File: config.mk
export PLATFORM = sky130hd
export DESIGN_NAME = bsplit_top
export DESIGN_NICKNAME = d
export VERILOG_FILES = /design/src/rtl/bsplit_pkg.sv /design/src/rtl/bsplit_plan.sv /design/src/rtl/bsplit_lanes.sv /design/src/rtl/bsplit_top.sv
export SDC_FILE = /design/constraint.sdc
export NUM_CORES = 1
export LEC_CHECK = 0
export BUFFER_PORTS_ARGS = -buffer_cell sky130_fd_sc_hd__buf_4
export CAP_MARGIN = 20
export CORE_ASPECT_RATIO = 0.75
export CORE_MARGIN = 3
export CORE_UTILIZATION = 55
export CTS_CLUSTER_DIAMETER = 50
export DETAILED_ROUTE_END_ITERATION = 8
export PLACE_DENSITY = 0.91
export REMOVE_ABC_BUFFERS = 1
export SETUP_SLACK_MARGIN = 0.02
export SKIP_LAST_GASP = 1
export SYNTH_ARGS = -nofsm -noshare
export SYNTH_HDL_FRONTEND = slang
export SYNTH_SLANG_ARGS = --single-unit
File: constraint.sdc
create_clock -name clk -period 6.1 [get_ports clk]
set_input_delay 1.22 -clock clk [delete_from_list [all_inputs] [get_ports clk]]
set_output_delay 1.22 -clock clk [all_outputs]
set_load 0.01 [all_outputs]
File: src/rtl/bsplit_pkg.sv
package bsplit_pkg;
  typedef enum logic {
    ST_IDLE = 1'b0,
    ST_BUSY = 1'b1
  } bsplit_state_t;
endpackage

File: src/rtl/bsplit_plan.sv
module bsplit_plan #(
  parameter int ADDR_W      = 32,
  parameter int BURST_BYTES = 16,
  parameter int LEN_W       = 5
) (
  input  logic [ADDR_W-1:0] addr,
  input  logic [LEN_W-1:0]  chunk,
  output logic [LEN_W-1:0]  len
);
  localparam int OFF_W = $clog2(BURST_BYTES);

  logic [LEN_W-1:0] offset;
  logic [LEN_W-1:0] room;

  always_comb begin
    offset = LEN_W'(addr[OFF_W-1:0]);
    room   = LEN_W'(BURST_BYTES) - offset;
    len    = (chunk < room) ? chunk : room;
  end
endmodule

File: src/rtl/bsplit_lanes.sv
module bsplit_lanes #(
  parameter int ADDR_W = 32,
  parameter int LEN_W  = 5,
  parameter int DATA_W = 64
) (
  input  logic [ADDR_W-1:0]   addr,
  input  logic [LEN_W-1:0]    len,
  output logic [DATA_W/8-1:0] first_be,
  output logic [DATA_W/8-1:0] last_be
);
  localparam int BE_W = DATA_W / 8;

  generate
    if (DATA_W == 64) begin : g_wide
      logic [2:0] end_low;
      always_comb begin
        end_low  = addr[2:0] + len[2:0];
        first_be = {4'hF, {4{~addr[2]}}};
        last_be  = {{4{~end_low[2]}}, 4'hF};
      end
    end else begin : g_narrow
      always_comb begin
        first_be = {BE_W{1'b1}};
        last_be  = {BE_W{1'b1}};
      end
    end
  endgenerate
endmodule

File: src/rtl/bsplit_top.sv
module bsplit_top #(
  parameter int ADDR_W      = 32,
  parameter int SIZE_W      = 16,
  parameter int BURST_BYTES = 16,
  parameter int DATA_W      = 64,
  localparam int LEN_W      = $clog2(BURST_BYTES) + 1,
  localparam int BE_W       = DATA_W / 8
) (
  input  logic              clk,
  input  logic              rst,
  input  logic              start,
  input  logic [ADDR_W-1:0] start_addr,
  input  logic [SIZE_W-1:0] start_size,
  input  logic              txn_ack,
  output logic              txn_valid,
  output logic [ADDR_W-1:0] txn_addr,
  output logic [LEN_W-1:0]  txn_len,
  output logic [BE_W-1:0]   txn_first_be,
  output logic [BE_W-1:0]   txn_last_be,
  output logic              done
);
  import bsplit_pkg::*;

  localparam int OFF_W = $clog2(BURST_BYTES);

  bsplit_state_t    state_q;
  logic [SIZE_W-1:0] rem_q;
  logic [LEN_W-1:0]  chunk_q;

  logic              load;
  logic              step;
  logic [SIZE_W-1:0] rem_after;
  logic [LEN_W-1:0]  chunk_after;
  logic [ADDR_W-1:0] n_addr;
  logic [SIZE_W-1:0] n_rem;
  logic [LEN_W-1:0]  n_chunk;
  logic [LEN_W-1:0]  p_len;
  logic [BE_W-1:0]   p_fbe;
  logic [BE_W-1:0]   p_lbe;

  function automatic logic [LEN_W-1:0] cap_burst(input logic [SIZE_W-1:0] bytes);
    if (bytes >= SIZE_W'(BURST_BYTES)) return LEN_W'(BURST_BYTES);
    else return bytes[LEN_W-1:0];
  endfunction

  always_comb begin
    load        = (state_q == ST_IDLE) && start;
    step        = txn_valid && txn_ack;
    rem_after   = rem_q - SIZE_W'(txn_len);
    chunk_after = chunk_q - txn_len;
    if (load) begin
      n_addr  = start_addr;
      n_rem   = start_size;
      n_chunk = cap_burst(start_size);
    end else begin
      n_addr  = txn_addr + ADDR_W'(txn_len);
      n_rem   = rem_after;
      n_chunk = (chunk_after == '0) ? cap_burst(rem_after) : chunk_after;
    end
  end

  bsplit_plan #(.ADDR_W(ADDR_W), .BURST_BYTES(BURST_BYTES), .LEN_W(LEN_W)) u_plan (
    .addr (n_addr),
    .chunk(n_chunk),
    .len  (p_len)
  );

  bsplit_lanes #(.ADDR_W(ADDR_W), .LEN_W(LEN_W), .DATA_W(DATA_W)) u_lanes (
    .addr    (n_addr),
    .len     (p_len),
    .first_be(p_fbe),
    .last_be (p_lbe)
  );

  always_ff @(posedge clk) begin
    if (rst) begin
      state_q      <= ST_IDLE;
      rem_q        <= '0;
      chunk_q      <= '0;
      txn_valid    <= 1'b0;
      txn_addr     <= '0;
      txn_len      <= '0;
      txn_first_be <= '0;
      txn_last_be  <= '0;
      done         <= 1'b0;
    end else begin
      done <= 1'b0;
      if (load && start_size == '0) begin
        done <= 1'b1;
      end else if (step && rem_after == '0) begin
        state_q   <= ST_IDLE;
        txn_valid <= 1'b0;
        done      <= 1'b1;
      end else if (load || step) begin
        state_q      <= ST_BUSY;
        txn_valid    <= 1'b1;
        rem_q        <= n_rem;
        chunk_q      <= n_chunk;
        txn_addr     <= n_addr;
        txn_len      <= p_len;
        txn_first_be <= p_fbe;
        txn_last_be  <= p_lbe;
      end
    end
  end


  len_bound_chk: assert property (@(posedge clk) disable iff (rst)
    txn_valid |-> (txn_len != '0) && (txn_len <= LEN_W'(BURST_BYTES)) &&
                  ((LEN_W'(txn_addr[OFF_W-1:0]) + txn_len) <= LEN_W'(BURST_BYTES)));


  hold_chk: assert property (@(posedge clk) disable iff (rst)
    (txn_valid && !txn_ack) |=> txn_valid && $stable(txn_addr) && $stable(txn_len)
                                && $stable(txn_first_be) && $stable(txn_last_be));


  contig_chk: assert property (@(posedge clk) disable iff (rst)
    (txn_valid && txn_ack) |=> (!txn_valid || txn_addr == $past(txn_addr + ADDR_W'(txn_len))));


  done_pulse_chk: assert property (@(posedge clk) disable iff (rst)
    done |-> !txn_valid ##1 !done);


  zero_size_chk: assert property (@(posedge clk) disable iff (rst)
    (!txn_valid && start && start_size == '0) |=> done && !txn_valid);


  be_live_chk: assert property (@(posedge clk) disable iff (rst)
    txn_valid |-> (txn_first_be != '0) && (txn_last_be != '0));
endmodule

-- Yosys cells after proc, flatten, opt, wreduce, memory -nomap -nowiden
Cells that the tools add are included.
- flip-flop bits (word level): 70
- latch bits: 0
- bits in writable memories: 0
- memory bits (read-only): 0
- input bits: 52
- output and inout port bits: 55
- logic and storage cells: 43
- memories: 0
- $add $sub $neg: 5
- $mul: 0
- divide/modulo/power cells: 0
- order comparisons: 3
- equal/unequal tests: 0
- shift-type cells: 0
- multiplexer cells: 11
- bitwise gates (word level): 5
- reduce and logical (&&, ||, !) cells: 11
- operator list (cell ; number):
    adder 32 x 5 -> 32 bit ; 1
    >= comparator 16 x 5 -> 1 bit, second input constant ; 2
    logical NOT 16 bit ; 2
    2-to-1 mux 32 bit ; 1
    2-to-1 mux 5 bit ; 5
    2-to-1 mux 16 bit ; 1
    subtractor 16 x 5 -> 16 bit ; 1
    logical NOT 5 bit ; 1
    < comparator 5 bit ; 1
    inverter 1 bit ; 5
    subtractor 5 x 4 -> 5 bit, first input constant ; 1
    subtractor 5 bit ; 1
    logical AND 1 bit ; 4
    2-to-1 mux 1 bit ; 4
    adder 3 bit ; 1
    AND reduction 3 bit ; 1
    AND reduction 2 bit ; 1
    nonzero test 2 bit ; 1
    logical OR 1 bit ; 1

-- Logic depth before layout (Yosys ltp)
- depth after elaboration: 9
- mapped depth: 26
- gate-level depth less buffers: 25

-- Hierarchy
A second synthesis with hierarchy kept.
- cells, all modules: 750
- area, all modules: 5796.8 sq um
- modules (own cells, without submodules) (module ; instances ; cells an instance ; area an instance (sq um) ; sequential area each (sq um)):
    bsplit_top ; 1 ; 703 ; 5435.2 ; 1521.5
    bsplit_plan ; 1 ; 27 ; 212.7 ; 0.0
    bsplit_lanes ; 1 ; 20 ; 148.9 ; 0.0

-- Worst setup path after synthesis
OpenSTA, ideal clock, no wires.
- path kind: reg-to-reg
- start point: register txn_len[0]
- end point: register, netlist name txn_last_be[4]
- setup time: 0.125 ns
- arrival: 5.215 ns
- data required time: 5.975 ns
- slack: 0.760 ns
- stages on the path, launching flop included: 24
- path buffers: 1
- clock period less this slack: 5.340 ns
- cell sequence: dfxtp_1 ha_1 fa_1 nand2b_1 a21boi_0 a2111oi_4 nor3_2 nor4b_2 a222oi_1 inv_1 ha_1 a21o_1 a21o_1 a21o_1 nor3b_1 o2bb2ai_1 o21ba_1 buf_4 mux2_2 ha_1 and3_1 a221oi_1 and4_1 a211oi_2
- longest elaborated chain between the ends: 9
- elaborated cells on any way between the ends: 18
- classes of those cells: add/sub (5); order compare (2); mux (5); bitwise (2); reduce/logical (4)
- ends and longest elaborated chain (what ; RTL line ; text):
    start: declaration ; bsplit_top.sv:17 ; output logic [LEN_W-1:0] txn_len,
    start signal: assignment ; bsplit_top.sv:100 ; txn_len <= p_len;
    subtractor 16 x 5 -> 16 bit ; bsplit_top.sv:49 ; rem_after = rem_q - SIZE_W'(txn_len);
    >= comparator 16 x 5 -> 1 bit ; bsplit_top.sv:42 ; if (bytes >= SIZE_W'(BURST_BYTES)) return LEN_W'(BURST_BYTES);
    2-to-1 mux 5 bit ; bsplit_top.sv:42 ;
    2-to-1 mux 5 bit (*) ; bsplit_top.sv:58 ; n_chunk = (chunk_after == '0) ? cap_burst(rem_after) : chunk_after;
    2-to-1 mux 5 bit (*) ; bsplit_top.sv:51 ; if (load) begin
    net n_chunk[2] ; bsplit_top.sv:36 ; logic [LEN_W-1:0] n_chunk;
    < comparator 5 bit (*) ; bsplit_plan.sv:18 ; len = (chunk < room) ? chunk : room;
    2-to-1 mux 5 bit (*) ; bsplit_plan.sv:18 ;
    net p_len[1] ; bsplit_top.sv:37 ; logic [LEN_W-1:0] p_len;
    adder 3 bit (*) ; bsplit_lanes.sv:17 ; end_low = addr[2:0] + len[2:0];
    inverter 1 bit (*) ; bsplit_lanes.sv:19 ; last_be = {{4{~end_low[2]}}, 4'hF};
Mark *: on every way through the listed nets, which the timed path passes. The rest lies on a longest branch.
A chain may end at the register's enable or synchronous reset.

-- Worst setup path in the final report
- start point: register txn_len[0]
- end point: register, netlist name txn_last_be[4]
- longest elaborated chain between the ends: 9
- elaborated cells on any way between the ends: 18
- classes of those cells: add/sub (5); order compare (2); mux (5); bitwise (2); reduce/logical (4)
- ends and longest elaborated chain (what ; RTL line):
    subtractor 16 x 5 -> 16 bit ; bsplit_top.sv:49
    >= comparator 16 x 5 -> 1 bit ; bsplit_top.sv:42
    2-to-1 mux 5 bit ; bsplit_top.sv:42
    2-to-1 mux 5 bit (*) ; bsplit_top.sv:58
    2-to-1 mux 5 bit (*) ; bsplit_top.sv:51
    net n_chunk[2] ; bsplit_top.sv:36
    < comparator 5 bit (*) ; bsplit_plan.sv:18
    2-to-1 mux 5 bit (*) ; bsplit_plan.sv:18
    net p_len[1] ; bsplit_top.sv:37
    adder 3 bit (*) ; bsplit_lanes.sv:17
    inverter 1 bit (*) ; bsplit_lanes.sv:19
Marked as above.

==> flow_summary.yaml <==
placed_design:
  place_congestion: 0.972
  dpl.hpwl_um: 9530
  port_buffers: 106
  dp_cells: 779
pwr:
  power.internal_uw: 1250
  power_frac_comb_pct: 61.9
  power_frac_clock_pct: 14.2
  pwr_density_cell_mw_per_mm2: 428
  pwr-share-seq_pct: 23.8
  p_switching_uw: 1100
  leakagePower_uw: 0.00230
  peakVddDrop_uv: 288
  total_power_uw: 2350
  p_sw_share_pct: 46.9
die:
  io_pins: 107
  start_util_pct: 57.3
  core_region_area_mm2: 0.00799
  die_w_um: 111
  row_count: 28
  dieArea_mm2: 0.00946
  chipHeight_um: 85.0
timing:
  rsz0062_at_grt: "no"
  fmax_ghz: 0.174
  tightest_slew_ps: 1000
  fin_crit_ps: 5740
  setup-violations-final: 0
  finalClockSkew_ps: 8.40
  fin_crit_sh_pct: 94.2
  holdWs_ps: 498
  slew_violations: 0
  hold_violations: 0
  slew_headroom_pct: 33.3
finish:
  layout-drive-gt1-share_pct: 21.6
  antenna_cells: 0
  syn_to_final_growth_pct: 20.1
  final_cells: 796
  nets: 761
global_route:
  grt_pass1_vias: 4589
  grt_overflow_total: 0
  grtUsageTotal_pct: 27.7
  grt_pass1_wl_um: 21900
  antenna_found_initial: 0
  grt_max_degree: 66
yosys:
  synth.distinct_cells: 67
  synth_seq_area_share_pct: 27.6
  avgSynthCellArea_um2: 7.46
  synth-xor-area-share_pct: 1.72
  synth_warnings: 0
  postSynthCellCount: 613
  synth_top_area_share_pct: 27.6
  synth-simple-area-share_pct: 24.9
  synth-main-ff-cell: "dfxtp_1"
  synth_compound_area_share_pct: 30.0
  synth-seq-cells: 63
  syn-cell-area_mm2: 0.00457
  synth_top_family_by_area: "compound AO/OA/AOI/OAI gates"
  synthAdderAreaFrac_pct: 6.78
  synthMuxAreaShare_pct: 1.56
  yosysTopAreaCell: "dfxtp_1"
  synthTopCellsByArea: "dfxtp_1 (28%), nand2_1 (5.9%), nor2_1 (5.9%)"
  async_flop_share_pct: 0
  synth_enable_flop_cells: 0
worst_setup_path:
  cp_slowest_stage_delay_ps: 420
  path_class: "register to register"
  endpoint_kind: "register"
  required_ps: 6340
  crit_path_start_kind: "register"
  arrival_ps: 5980
  crit_chain: "ha_1, fa_1, nand2b_1, a21boi_0, buf_4, a2111oi_4, nor3_2, nor4b_2, a222oi_1, buf_4, inv_1, ha_1, a21o_1, a21o_1, a21o_1, nor3b_1, o2bb2ai_1, o21ba_1, mux2_2, ha_1, and3_1, a221oi_1, and4_1, a211oi_2"
  crit_slowest_cell: "fa_1"
  cp_max_fo: 6
clock_network:
  numCtsBuffers: 9
  clk_path_buf_depth: 2
  root_buffer: "clkbuf_8"
  cts-htree-levels: 3
  hold_buffers: 0
  cts_tree: "done"
  cts.sinks: 63
  clkTransAtPathRegs_ps: 70
  clk_latency_ps: 360
detailed_routing:
  vias: 4957
  wl_per_cell_um: 17.0
  drc: 0
  via_per_inst: 6.23
  dr.pass1.iters: 5
  wl_um: 13500
  ant_nets: 0
  drt_iter0_markers: 440
outcome:
  status: "finished, final reports clean"
worst_hold_path:
  hold_class: "register to register"
flow_run:
  drv_cap: 0
-- cells in the mapped netlist, drive strengths merged, types with 4 or more instances --
library cell,number
a22oi,6
and4,7
nand4,4
o31ai,8
nor4,7
clkbuf,26
xnor2,5
ha,20
o21ai,38
a211oi,32
inv,22
a21oi,48
xor2,4
nand2,72
buf,24
o22ai,8
a2111oi,4
a31oi,5
nand3,22
a21o,11
nor2,72
and2,8
nand2b,4
o221a,4
and3,7
mux2i,6
dfxtp,63
nor2b,5
a221oi,8
nor3,19
-- sequential cells by signal, summed over array words and instances (netlist names) --
name          flops
txn_len           5
chunk_q           5
done              1
rem_q            16
txn_addr         32
txn_first_be      1
txn_last_be       2
state_q           1
-- final cells by class --
class                   instances  area (um^2)
fillers                       670         2490
clock inverters                 6         45.0
flip-flops and latches         63         1260
inverters                      22         82.6
multi-input cells             478         2990
well taps                     105          131
repair buffers                112          853
clock buffers                  10          128
-- worst max-delay path: cells and delay by family, from the launching register on --
family          cells  cell delay, ps
compound gates     10            1890
simple gates        6            1390
fa+ha+maj           4            1260
buf+inv             3             400
flops               1             370
mux                 1             320
-- power groups by stage --
stage	sequential, uW	combinational, uW	clock [uW]
floorplan	572	996	0
detailed placement	565	1390	0
CTS	557	1400	337
global placement	560	1340	0
global route	571	1600	351
finish	561	1460	335
-- what timing repair did --
action	4_1_cts	5_1_grt
setup buffers	0	1
gates resized for setup	0	2
endpoints found under the setup margin	0	1
-- per-layer routing --
metal	share of wire, %	GRT usage, %	vias to the layer above
met5	0	0	-
met3	9.5	6.41	17
met1	45	39.1	2319
li1	-	-	2383
met2	44	42.5	238
met4	1.2	8.07	0
-- through the flow --
step / setup TNS [ps] / worst slack (ps) / util [%] / instance area, um^2
5_1_grt: 0 / 44.1 / 68.8 / 5490
3_3_place_gp: 0 / 582 / 66.4 / 5310
4_1_cts: 0 / 296 / 68.6 / 5480
6_report: 0 / 355 / 68.8 / 5490
3_5_place_dp: 0 / 311 / 66.4 / 5310
2_1_floorplan: -1850 / -1070 / - / 4320
-- worst paths after layout --
kind	from	endpoint	slack, ps	depth (start not counted)
min reg2reg	rem_q[0]$_SDFFE_PP0P_	rem_q[0]$_SDFFE_PP0P_	500	2
max reg2reg	txn_len[0]$_SDFFE_PP0P_	txn_last_be[4]$_SDFFE_PP0P_	360	24
min	rem_q[0]$_SDFFE_PP0P_	rem_q[0]$_SDFFE_PP0P_	500	2
max	txn_len[0]$_SDFFE_PP0P_	txn_last_be[4]$_SDFFE_PP0P_	360	24
-- cell usage in the layout, fill, tap and decap left out, types with 8 or more instances in the layout --
cell type and n:
o22ai_1 8, nand3_1 22, a211oi_1 31, o31ai_1 8
a21oi_1 48, and2_1 8, ha_1 20, nor3_1 17
buf_4 111, inv_1 22, o21ai_0 33, nor2_1 72
dfxtp_1 62, a21o_1 11, clkbuf_8 9, nand2_1 72
-- kinds of logic after synthesis --
family	Yosys count
AND/OR/NAND/NOR	240
buffers and inverters	72
adder cells (fa/ha/maj)	23
AO/OA/AOI/OAI	199
multiplexers	7
XOR/XNOR	9
flip-flops	63
(Power assumes the default switching activity.)
